### src/rtl/ccalu_pkg.sv
// Package: shared widths, flag bit positions and operation codes for the
// compare/complement/decrement slice. Assumes an 8-bit data path.
package ccalu_pkg;
    localparam int FLAG_W = 5;
    localparam int FV = 4;
    localparam int FH = 3;
    localparam int FN = 2;
    localparam int FZ = 1;
    localparam int FC = 0;
    localparam int OP_W = 4;

    typedef enum logic [OP_W-1:0] {
        OP_CMP_ACC = 4'd0,
        OP_CMP_IDX = 4'd1,
        OP_CMP_PAIR = 4'd2,
        OP_COM_ACC = 4'd3,
        OP_COM_IDX = 4'd4,
        OP_COM_MEM = 4'd5,
        OP_DEC_ACC = 4'd6,
        OP_DEC_IDX = 4'd7,
        OP_DEC_MEM = 4'd8
    } op_e;

    typedef enum logic [2:0] {
        CL_NONE,
        CL_CMP8,
        CL_CMP16,
        CL_COM,
        CL_DEC
    } opclass_e;
endpackage

### src/rtl/ccalu_opsel.sv
// Operand selector: decodes the operation code into a class and routes the
// accumulator, index byte or memory byte to the compare minuend and to the
// unary (complement/decrement) operand. Assumes codes above 8 are unused.
module ccalu_opsel
    import ccalu_pkg::*;
#(
    parameter int DATA_W = 8
) (
    input  logic              op_valid_i,
    input  logic [OP_W-1:0]   op_i,
    input  logic [DATA_W-1:0] acc_i,
    input  logic [DATA_W-1:0] idx_i,
    input  logic [DATA_W-1:0] mem_hi_i,
    output opclass_e          cls_o,
    output logic [DATA_W-1:0] minuend_o,
    output logic [DATA_W-1:0] unary_o
);
    // Class decode, gated by the valid strobe.
    always_comb begin
        cls_o = CL_NONE;
        if (op_valid_i) begin
            case (op_i)
                OP_CMP_ACC, OP_CMP_IDX:             cls_o = CL_CMP8;
                OP_CMP_PAIR:                        cls_o = CL_CMP16;
                OP_COM_ACC, OP_COM_IDX, OP_COM_MEM: cls_o = CL_COM;
                OP_DEC_ACC, OP_DEC_IDX, OP_DEC_MEM: cls_o = CL_DEC;
                default:                            cls_o = CL_NONE;
            endcase
        end
    end

    // Register picked as the compare minuend.
    always_comb begin
        minuend_o = (op_i == OP_CMP_IDX) ? idx_i : acc_i;
    end

    // Operand for complement or decrement.
    always_comb begin
        case (op_i)
            OP_COM_ACC, OP_DEC_ACC: unary_o = acc_i;
            OP_COM_IDX, OP_DEC_IDX: unary_o = idx_i;
            default:                unary_o = mem_hi_i;
        endcase
    end
endmodule

### src/rtl/ccalu_subflags.sv
// Subtractor with flags: forms a - b over W bits and reports signed
// overflow, sign, zero and unsigned borrow. Purely combinational.
module ccalu_subflags #(
    parameter int W = 8
) (
    input  logic [W-1:0] a_i,
    input  logic [W-1:0] b_i,
    output logic [W-1:0] diff_o,
    output logic         v_o,
    output logic         n_o,
    output logic         z_o,
    output logic         c_o
);
    localparam int MSB = W - 1;
    logic [W:0] wide;

    // Widened subtract; the extra bit is the borrow out.
    always_comb begin
        wide   = {1'b0, a_i} - {1'b0, b_i};
        diff_o = wide[MSB:0];
        c_o    = wide[W];
        n_o    = wide[MSB];
        z_o    = (wide[MSB:0] == '0);
        v_o    = (a_i[MSB] ^ b_i[MSB]) & (wide[MSB] ^ a_i[MSB]);
    end
endmodule

### src/rtl/ccalu_flagsel.sv
// Flag and result selector: given the operation class and the outputs of
// the subtractors, produces the result word, write-enable, next flags and
// per-flag enables. Flags not enabled are driven to zero.
module ccalu_flagsel
    import ccalu_pkg::*;
#(
    parameter int DATA_W = 8,
    parameter int WORD_W = 16
) (
    input  opclass_e          cls_i,
    input  logic [DATA_W-1:0] unary_i,
    input  logic [DATA_W-1:0] dec_diff_i,
    input  logic              dec_v_i,
    input  logic              c8_v_i,
    input  logic              c8_n_i,
    input  logic              c8_z_i,
    input  logic              c8_c_i,
    input  logic              c16_v_i,
    input  logic              c16_n_i,
    input  logic              c16_z_i,
    input  logic              c16_c_i,
    output logic [WORD_W-1:0] result_o,
    output logic              wr_en_o,
    output logic [FLAG_W-1:0] nxt_o,
    output logic [FLAG_W-1:0] upd_o
);
    localparam int MSB = DATA_W - 1;
    logic [DATA_W-1:0] com_val;

    // One's complement of the unary operand.
    always_comb begin
        com_val = ~unary_i;
    end

    // Per-class result, flags and enables.
    always_comb begin
        result_o = '0;
        wr_en_o  = 1'b0;
        nxt_o    = '0;
        upd_o    = '0;
        case (cls_i)
            CL_CMP8: begin
                upd_o     = FLAG_W'(5'b10111);
                nxt_o[FV] = c8_v_i;
                nxt_o[FN] = c8_n_i;
                nxt_o[FZ] = c8_z_i;
                nxt_o[FC] = c8_c_i;
            end
            CL_CMP16: begin
                upd_o     = FLAG_W'(5'b10111);
                nxt_o[FV] = c16_v_i;
                nxt_o[FN] = c16_n_i;
                nxt_o[FZ] = c16_z_i;
                nxt_o[FC] = c16_c_i;
            end
            CL_COM: begin
                result_o  = WORD_W'(com_val);
                wr_en_o   = 1'b1;
                upd_o     = FLAG_W'(5'b10111);
                nxt_o[FV] = 1'b0;
                nxt_o[FN] = com_val[MSB];
                nxt_o[FZ] = (com_val == '0);
                nxt_o[FC] = 1'b1;
            end
            CL_DEC: begin
                result_o  = WORD_W'(dec_diff_i);
                wr_en_o   = 1'b1;
                upd_o     = FLAG_W'(5'b10110);
                nxt_o[FV] = dec_v_i;
                nxt_o[FN] = dec_diff_i[MSB];
                nxt_o[FZ] = (dec_diff_i == '0);
            end
            default: begin
                result_o = '0;
            end
        endcase
    end
endmodule

### src/rtl/ccalu_ccr.sv
// Condition-code register: on each clock loads the enabled flag bits from
// the next-value vector and holds the rest. Synchronous active-low reset.
module ccalu_ccr
    import ccalu_pkg::*;
(
    input  logic              clk,
    input  logic              rst_n,
    input  logic [FLAG_W-1:0] nxt_i,
    input  logic [FLAG_W-1:0] upd_i,
    output logic [FLAG_W-1:0] ccr_o
);
    // Masked flag load.
    always_ff @(posedge clk) begin
        if (!rst_n) begin
            ccr_o <= '0;
        end else begin
            ccr_o <= (ccr_o & ~upd_i) | (nxt_i & upd_i);
        end
    end


    ccr_reset_chk: assert property (@(posedge clk) !rst_n |=> ccr_o == '0);


    ccr_keep_chk: assert property (@(posedge clk) disable iff (!rst_n)
        1'b1 |=> ((ccr_o ^ $past(ccr_o)) & ~$past(upd_i)) == '0);
endmodule

### src/rtl/ccalu_top.sv
// Top of the compare/complement/decrement slice. Combinational result and
// flag path from operation and operands, plus a registered condition-code
// vector. Assumes operands are stable for the cycle they are presented.
module ccalu_top
    import ccalu_pkg::*;
#(
    parameter int DATA_W = 8
) (
    input  logic                clk,
    input  logic                rst_n,
    input  logic                op_valid_i,
    input  logic [3:0]          op_i,
    input  logic [DATA_W-1:0]   acc_i,
    input  logic [DATA_W-1:0]   idx_i,
    input  logic [2*DATA_W-1:0] pair_i,
    input  logic [DATA_W-1:0]   mem_hi_i,
    input  logic [DATA_W-1:0]   mem_lo_i,
    output logic [2*DATA_W-1:0] result_o,
    output logic                wr_en_o,
    output logic [4:0]          flag_nxt_o,
    output logic [4:0]          flag_upd_o,
    output logic [4:0]          ccr_o
);
    localparam int WORD_W = 2 * DATA_W;
    localparam logic [DATA_W-1:0] ONE = DATA_W'(1);
    localparam logic [DATA_W-1:0] SIGN_ONLY = {1'b1, {(DATA_W-1){1'b0}}};

    opclass_e          cls;
    logic [DATA_W-1:0] minuend;
    logic [DATA_W-1:0] unary;
    logic [DATA_W-1:0] c8_diff;
    logic [WORD_W-1:0] c16_diff;
    logic [DATA_W-1:0] dec_diff;
    logic c8_v, c8_n, c8_z, c8_c;
    logic c16_v, c16_n, c16_z, c16_c;
    logic dec_v, dec_n, dec_z, dec_c;

    ccalu_opsel #(.DATA_W(DATA_W)) u_opsel (
        .op_valid_i(op_valid_i), .op_i(op_i), .acc_i(acc_i), .idx_i(idx_i),
        .mem_hi_i(mem_hi_i), .cls_o(cls), .minuend_o(minuend), .unary_o(unary)
    );

    ccalu_subflags #(.W(DATA_W)) u_cmp8 (
        .a_i(minuend), .b_i(mem_hi_i), .diff_o(c8_diff),
        .v_o(c8_v), .n_o(c8_n), .z_o(c8_z), .c_o(c8_c)
    );

    ccalu_subflags #(.W(WORD_W)) u_cmp16 (
        .a_i(pair_i), .b_i({mem_hi_i, mem_lo_i}), .diff_o(c16_diff),
        .v_o(c16_v), .n_o(c16_n), .z_o(c16_z), .c_o(c16_c)
    );

    ccalu_subflags #(.W(DATA_W)) u_dec (
        .a_i(unary), .b_i(ONE), .diff_o(dec_diff),
        .v_o(dec_v), .n_o(dec_n), .z_o(dec_z), .c_o(dec_c)
    );

    ccalu_flagsel #(.DATA_W(DATA_W), .WORD_W(WORD_W)) u_flagsel (
        .cls_i(cls), .unary_i(unary), .dec_diff_i(dec_diff), .dec_v_i(dec_v),
        .c8_v_i(c8_v), .c8_n_i(c8_n), .c8_z_i(c8_z), .c8_c_i(c8_c),
        .c16_v_i(c16_v), .c16_n_i(c16_n), .c16_z_i(c16_z), .c16_c_i(c16_c),
        .result_o(result_o), .wr_en_o(wr_en_o), .nxt_o(flag_nxt_o), .upd_o(flag_upd_o)
    );

    ccalu_ccr u_ccr (
        .clk(clk), .rst_n(rst_n), .nxt_i(flag_nxt_o), .upd_i(flag_upd_o), .ccr_o(ccr_o)
    );


    cmp_nowrite_chk: assert property (@(posedge clk) disable iff (!rst_n)
        (op_valid_i && op_i <= 4'd2) |-> (!wr_en_o && result_o == '0));


    word_zero_chk: assert property (@(posedge clk) disable iff (!rst_n)
        (op_valid_i && op_i == 4'd2) |-> (flag_nxt_o[FZ] == (pair_i == {mem_hi_i, mem_lo_i})));


    com_force_chk: assert property (@(posedge clk) disable iff (!rst_n)
        (op_valid_i && op_i >= 4'd3 && op_i <= 4'd5)
        |-> (!flag_nxt_o[FV] && flag_nxt_o[FC] && (result_o[DATA_W-1:0] ^ unary) == '1));


    dec_ovf_chk: assert property (@(posedge clk) disable iff (!rst_n)
        (op_valid_i && op_i >= 4'd6 && op_i <= 4'd8)
        |-> (flag_nxt_o[FV] == (unary == SIGN_ONLY) && !flag_upd_o[FC]));


    h_frozen_chk: assert property (@(posedge clk) disable iff (!rst_n) !flag_upd_o[FH]);


    idle_quiet_chk: assert property (@(posedge clk) disable iff (!rst_n)
        (!op_valid_i || op_i > 4'd8) |-> (flag_upd_o == '0 && !wr_en_o));
endmodule

### config.mk
export PLATFORM = sky130hd
export DESIGN_NAME = ccalu_top
export DESIGN_NICKNAME = d
export VERILOG_FILES = /design/src/rtl/ccalu_pkg.sv /design/src/rtl/ccalu_opsel.sv /design/src/rtl/ccalu_subflags.sv /design/src/rtl/ccalu_flagsel.sv /design/src/rtl/ccalu_ccr.sv /design/src/rtl/ccalu_top.sv
export SDC_FILE = /design/constraint.sdc
export NUM_CORES = 1
export LEC_CHECK = 0
export ABC_CLOCK_PERIOD_IN_PS = 6600
export CAP_MARGIN = 20
export CELL_PAD_IN_SITES_DETAIL_PLACEMENT = 1
export CELL_PAD_IN_SITES_GLOBAL_PLACEMENT = 2
export CORE_MARGIN = 2
export CORE_UTILIZATION = 30
export CTS_CLUSTER_SIZE = 14
export DETAILED_ROUTE_END_ITERATION = 8
export DONT_BUFFER_PORTS = 1
export PLACE_DENSITY = 0.67
export SYNTH_ARGS = -nofsm -noshare
export SYNTH_HDL_FRONTEND = slang
export SYNTH_SLANG_ARGS = --single-unit
### constraint.sdc
create_clock -name clk -period 6.6 [get_ports clk]
set_input_delay 0.99 -clock clk [delete_from_list [all_inputs] [get_ports clk]]
set_output_delay 0.99 -clock clk [all_outputs]
set_load 0.05 [all_outputs]
== Word level (Yosys, flattened, before mapping) ==
Memory sizes are Yosys's and may differ from the RTL's.
Index checks and enable logic that the tools add are counted.

* Register bits: 5
* Memory bits (read-only): 48
* Bits of input ports: 55
* Output and inout port bits: 32
* Logic and storage cells: 44
* Memories: 1

{| class="wikitable"
|+ Memory list
! memory !! depth !! width !! read ports !! clocked after Yosys merged registers in !! write ports !! line !! source
|-
| (name not given) || 16 || 3 || 1 || 0 || 0 || ccalu_opsel.sv:22 || <nowiki>case (op_i)</nowiki>
|}

* Add/subtract/negate cells: 3
* Eq/ne operators: 9
* Muxes and demuxes: 9
* Bitwise logic cells: 13
* Reduce and logical (&&, ||, !) cells: 8

{| class="wikitable"
|+ Operators by type and width
! operator !! number
|-
| 8-bit case mux with 2 select lines || 2
|-
| 8-bit logical NOT || 3
|-
| 16-bit by 16-bit subtractor with 17-bit output || 1
|-
| 16-bit logical NOT || 1
|-
| 4-bit by 3-bit == test with 1-bit output, second input constant || 3
|-
| 5-bit AND || 2
|-
| 5-bit case mux with 2 select lines || 1
|-
| 8-bit by 8-bit subtractor with 9-bit output || 1
|-
| 8-bit two-way mux || 1
|-
| 8-bit NOT || 1
|-
| 2-bit case mux with 4 select lines || 1
|-
| 8-bit by 1-bit subtractor with 8-bit output, second input constant || 1
|-
| 3-bit by 2-bit == test with 1-bit output, second input constant || 2
|-
| 1-bit case mux with 3 select lines || 2
|-
| 2-bit OR reduction || 3
|-
| 5-bit NOT || 1
|-
| 5-bit bitwise OR || 1
|-
| 1-bit bitwise XOR || 5
|-
| 4-bit by 1-bit == test with 1-bit output, second input constant || 1
|-
| 4-bit by 2-bit == test with 1-bit output, second input constant || 1
|-
| 1-bit AND || 3
|-
| 3-bit by 1-bit == test with 1-bit output, second input constant || 1
|-
| 3-bit == test, second input constant || 1
|-
| 3-bit two-way mux || 1
|-
| 2 further kinds || 2
|}

== Logic depth before layout (Yosys ltp) ==
* Word-level depth: 9
* Gate-level depth with buffers: 15
* Depth with buffers taken out: 13

== Hierarchy ==
From an unflattened synthesis, not the netlist that was laid out.

* Cells, all modules: 398
* Area total of the unflattened synthesis: 2929.1 um^2

{| class="wikitable"
|+ By module, submodules not included
! module !! times used !! cells an instance !! area an instance (um^2) !! sequential area each (um^2)
|-
| ccalu_subflags at u_cmp16 || 1 || 149 || 1049.8 || 0.0
|-
| ccalu_subflags at u_dec || 1 || 70 || 475.5 || 0.0
|-
| ccalu_subflags at u_cmp8 || 1 || 58 || 417.9 || 0.0
|-
| ccalu_flagsel || 1 || 62 || 402.9 || 0.0
|-
| ccalu_opsel || 1 || 42 || 394.1 || 0.0
|-
| ccalu_ccr || 1 || 15 || 181.4 || 100.1
|-
| ccalu_top || 1 || 2 || 7.5 || 0.0
|}

== Worst setup path before layout ==
OpenSTA, ideal clock, no wires.

* Path kind: in2out
* Start point: in op_i[2]
* End point: out flag_nxt_o[2]
* Arrival time: 4.352 ns
* Required time: 5.610 ns
* Setup slack: 1.258 ns
* Cell stages on the path: 12
* Path buffers: 1
* Cells stage by stage: buf_4 nand2b_1 nor3_2 mux2_2 ha_1 nor2b_1 o21a_1 o21a_1 o21a_1 o41a_1 xnor2_1 o211ai_1

* Word-level cells in the longest chain between the ends: 5
* Elaborated cells between the ends (all ways): 19
* Classes of those cells: 2 x add/sub; 9 x eq/ne; 4 x mux; 1 x bitwise; 2 x reduce/logical; 1 x memory

{| class="wikitable"
|+ RTL lines
! item !! line !! source
|-
| start: declaration || ccalu_top.sv:12 || <nowiki>input logic [3:0] op_i,</nowiki>
|-
| 4-bit by 3-bit == test with 1-bit output or 4-bit by 2-bit == test with 1-bit output (tied branches) || ccalu_opsel.sv:39 || <nowiki>case (op_i)</nowiki>
|-
| 2-bit OR reduction || ccalu_opsel.sv:39 ||
|-
| 8-bit case mux with 2 select lines || ccalu_opsel.sv:39 ||
|-
| 8-bit by 1-bit subtractor with 8-bit output or 8-bit NOT (tied branches) || ccalu_subflags.sv:19, ccalu_flagsel.sv:32 ||
|-
| 2-bit case mux with 4 select lines * || ccalu_flagsel.sv:41 || <nowiki>case (cls_i)</nowiki>
|-
| end: declaration || ccalu_top.sv:20 || <nowiki>output logic [4:0] flag_nxt_o,</nowiki>
|}

Mark *: on every way between the ends. The rest lies on a longest branch, timed or not.

== Worst setup path after layout ==
* Start point: in op_i[2]
* End point: out flag_nxt_o[1]

* Word-level cells in the longest chain between the ends: 6
* Elaborated cells between the ends (all ways): 22
* Classes of those cells: 2 x add/sub; 9 x eq/ne; 4 x mux; 1 x bitwise; 5 x reduce/logical; 1 x memory

{| class="wikitable"
|+ RTL lines
! item !! line
|-
| 4-bit by 3-bit == test with 1-bit output or 4-bit by 2-bit == test with 1-bit output (tied branches) || ccalu_opsel.sv:39
|-
| 2-bit OR reduction || ccalu_opsel.sv:39
|-
| 8-bit case mux with 2 select lines || ccalu_opsel.sv:39
|-
| 8-bit by 1-bit subtractor with 8-bit output or 8-bit NOT (tied branches) || ccalu_subflags.sv:19, ccalu_flagsel.sv:32
|-
| 8-bit logical NOT, on equally long branches || ccalu_flagsel.sv:71, ccalu_flagsel.sv:62
|-
| 2-bit case mux with 4 select lines * || ccalu_flagsel.sv:41
|}

Marked as above.

==> key figures <==
Synth
  • Async SR Flop Fraction: 0%
  • Number of distinct library cells after synthesis: between 70 and 80
  • Ys flop type: dfxtp_1
  • Synth Warn #: 0
  • Synthesized area: 0.00253 mm2
  • #FFs+latches synth: 4
  • Syn_area_per_cell: approximately 7.3 um2
  • Register area share after synthesis: under 10%
  • Number of synthesized flops with an enable pin: 0
  • Mapped Cells: 345

Place
  • Routability cong.: 0.828
  • Pre-CTS setup slack: 1.25 ns
  • IO buf count: 0
  • DP Wirelength: 6850 um
  • Placed inst area: about 0.0025 mm2

Setup path
  • Slowest-stage cell, CP: nor3_2
  • Crit path cell chain: nand2b_1 -> nor3_2 -> mux2_2 -> ha_1 -> nor2b_1 -> o21a_1 -> o21a_1 -> o21a_1 -> o41a_1 -> xnor2_1 -> a41o_1 -> or2_1
  • Critical path fanouts, max: 19
  • Crit path kind: input pin to output pin
  • Required time of the critical path: 5.61 ns
  • Startpoint Class: input pin
  • CP arrival: 4.35 ns
  • Most frequent CP cell: o21a_1
  • Critical Path Max Stage Delay: 0.51 ns
  • Delay-heaviest family, CP: simple AND/OR/NAND/NOR gates
  • WP buf/inv: 0
  • Setup crit end kind: output pin

Pwr
  • VDD IR max: ~0.047 mV
  • Total power draw: 307 uW
  • PwrDens: about 120 mW/mm2
  • Standby leakage power: about 1.1 nW

Detailed routing
  • First drt pass iteration count: 5
  • Routed WL per cell: 18.4 um
  • WL final: ~8000 um
  • Vias post-DR: 2531
  • DR vias/cell: between 5 and 6
  • # DRC: 0
  • Routed Antenna Nets: 0
  • Initial drt markers: 99

Clock tree
  • Clock latency on the worst-skew pair: 0.21 ns
  • Clock slew at reported path FFs: about 0.030 ns
  • CTS resizes: 0
  • H-tree Lvls: 1
  • CTS tree: done
  • Clk root buf: clkbuf_8
  • TritonCTS Buffers: 3
  • Post-CTS setup buffers: 0
  • Clock Tree Buf Depth: 2
  • Number of hold buffers added after CTS: 0
  • Clock sinks: 4

Layout
  • Layout Nets: between 400 and 500
  • Area grow syn2layout: 2.03%
  • # fillers: 1023
  • Commonest non-fill, non-tap cell in the layout: inv_1
  • Ant diodes: 0
  • Share of cells above drive strength 1: 11.0%
  • Final Cell Area: around 0.0026 mm2
  • Most frequent cells in the layout: inv_1 (29), ha_1 (27), nor2_1 (24)

Timing
  • RSZ-0062 raised after global routing: no
  • Final Hold Fails: 0
  • Final setup skew: 0 ns
  • Max-slew violations: 0
  • Worst hold slack: 0.737 ns
  • Fin crit share: 80.8%
  • Setup_tns: 0 ns
  • Fin worst setup slack: 1.26 ns
  • Worst-Margin Slew: 1.10 ns
  • Minimum clock period: 5.34 ns
  • Relative slew slack: about 27%
  • Peak Freq: 187 MHz
  • Final setup vio count: 0

Global routing
  • First-pass GRT wire length: 12400 um
  • Largest net degree at the start of global routing: 25
  • Total track usage: 16.8%
  • Initial antenna violation count: 0
  • Congestion Overflow GR: 0
  • Vias in the first global route: 2472

Floorplan
  • # rows: 33
  • Core footprint: 0.00822 mm2
  • IO Count: 87
  • Die width: 95.9 um
  • Initial Util: 30.8%
  • Die footprint: 0.00919 mm2
  • Die Y: 95.9 um

Worst hold path
  • Worst Hold Class: flip-flop to flip-flop

Run
  • Max-cap violations: 0

Outcome
  • Status: completed
-- metrics by stage --
stage	instances	utilization, %
after floorplan	355	-
after global placement	438	30.9
after detailed placement	438	30.9
after CTS	441	31.4
after global routing	441	31.4
final	441	31.4
-- power breakdown --
group	total (mW)	internal [mW]	switching [mW]	leakage (nW)
sequential	0.0300	0.0255	0.00454	0.0325
clock	0.0518	0.0389	0.0129	0.0216
combinational	0.225	0.0809	0.144	1.01
total	0.307	0.145	0.162	1.06
-- worst min-delay path, delay by kind of cell (launching register included) --
kind | cells | cell delay (ns)
AOI/OAI and AO/OA | 1 | 0.07
DFF | 1 | 0.47
and+or+nand+nor | 1 | 0.15
-- path summary, 6_finish.rpt --
path                            cells past startpoint       endpoint  slack (ns)       from
worst min register to register                      2      flip-flop        0.74  flip-flop
worst max-delay path                               12  flag_nxt_o[1]        1.26    op_i[2]
worst min-delay path                                2      flip-flop        0.74  flip-flop
worst max register to register                      2      flip-flop        5.57  flip-flop
-- synthesized netlist by cell type, types with 4 or more instances --
cell | n | share of area (%)
nor3_1 | 10 | 2.0
inv_1 | 29 | 4.3
o2111ai_1 | 4 | 1.4
nand2b_1 | 9 | 2.2
mux2_2 | 10 | 4.4
ha_1 | 27 | 13
buf_4 | 16 | 4.7
nand3_1 | 10 | 2.0
and2_1 | 4 | 0.99
a211oi_1 | 4 | 1.2
o22ai_1 | 5 | 1.2
o21a_1 | 8 | 2.4
nor2_1 | 24 | 3.6
a21o_1 | 6 | 1.8
dfxtp_1 | 4 | 3.2
o211ai_1 | 5 | 1.5
nand4_1 | 4 | 0.99
a21oi_1 | 13 | 2.6
xor2_1 | 6 | 2.1
nand2_1 | 17 | 2.5
a31oi_1 | 8 | 2.0
xnor2_1 | 8 | 2.8
o21ai_0 | 20 | 4.0
nor2b_1 | 10 | 2.5
-- per-layer routing --
metal | up-vias | global-route usage, % | share of wire [%]
li1 | 1264 | - | -
met5 | - | 0 | 0
met1 | 1214 | 23.9 | 49
met4 | 0 | 1.43 | 0
met3 | 0 | 2.82 | 5.9
met2 | 53 | 27.7 | 45
-- cells by family after synthesis --
kind of cell | share of synthesized area, %
AO/OA/AOI/OAI | 32.7
buffers and inverters | 11.5
other | 0.148
multiplexers | 4.84
flip-flops | 3.16
AND/OR/NAND/NOR | 27.9
XOR/XNOR | 4.84
adder cells (fa/ha/maj) | 14.9
-- area by class of cell --
| type | count | area (um2) | share of cell area [%] |
|---|---|---|---|
| tap | 105 | 131 | 5.08 |
| sequential | 4 | 80.1 | 3.10 |
| timing repair buffer | 3 | 22.5 | 0.872 |
| multi-input combinational | 297 | 2200 | 85.1 |
| clock buffer | 3 | 41.3 | 1.60 |
| inverter | 29 | 109 | 4.21 |
(Power assumes the default switching activity.)
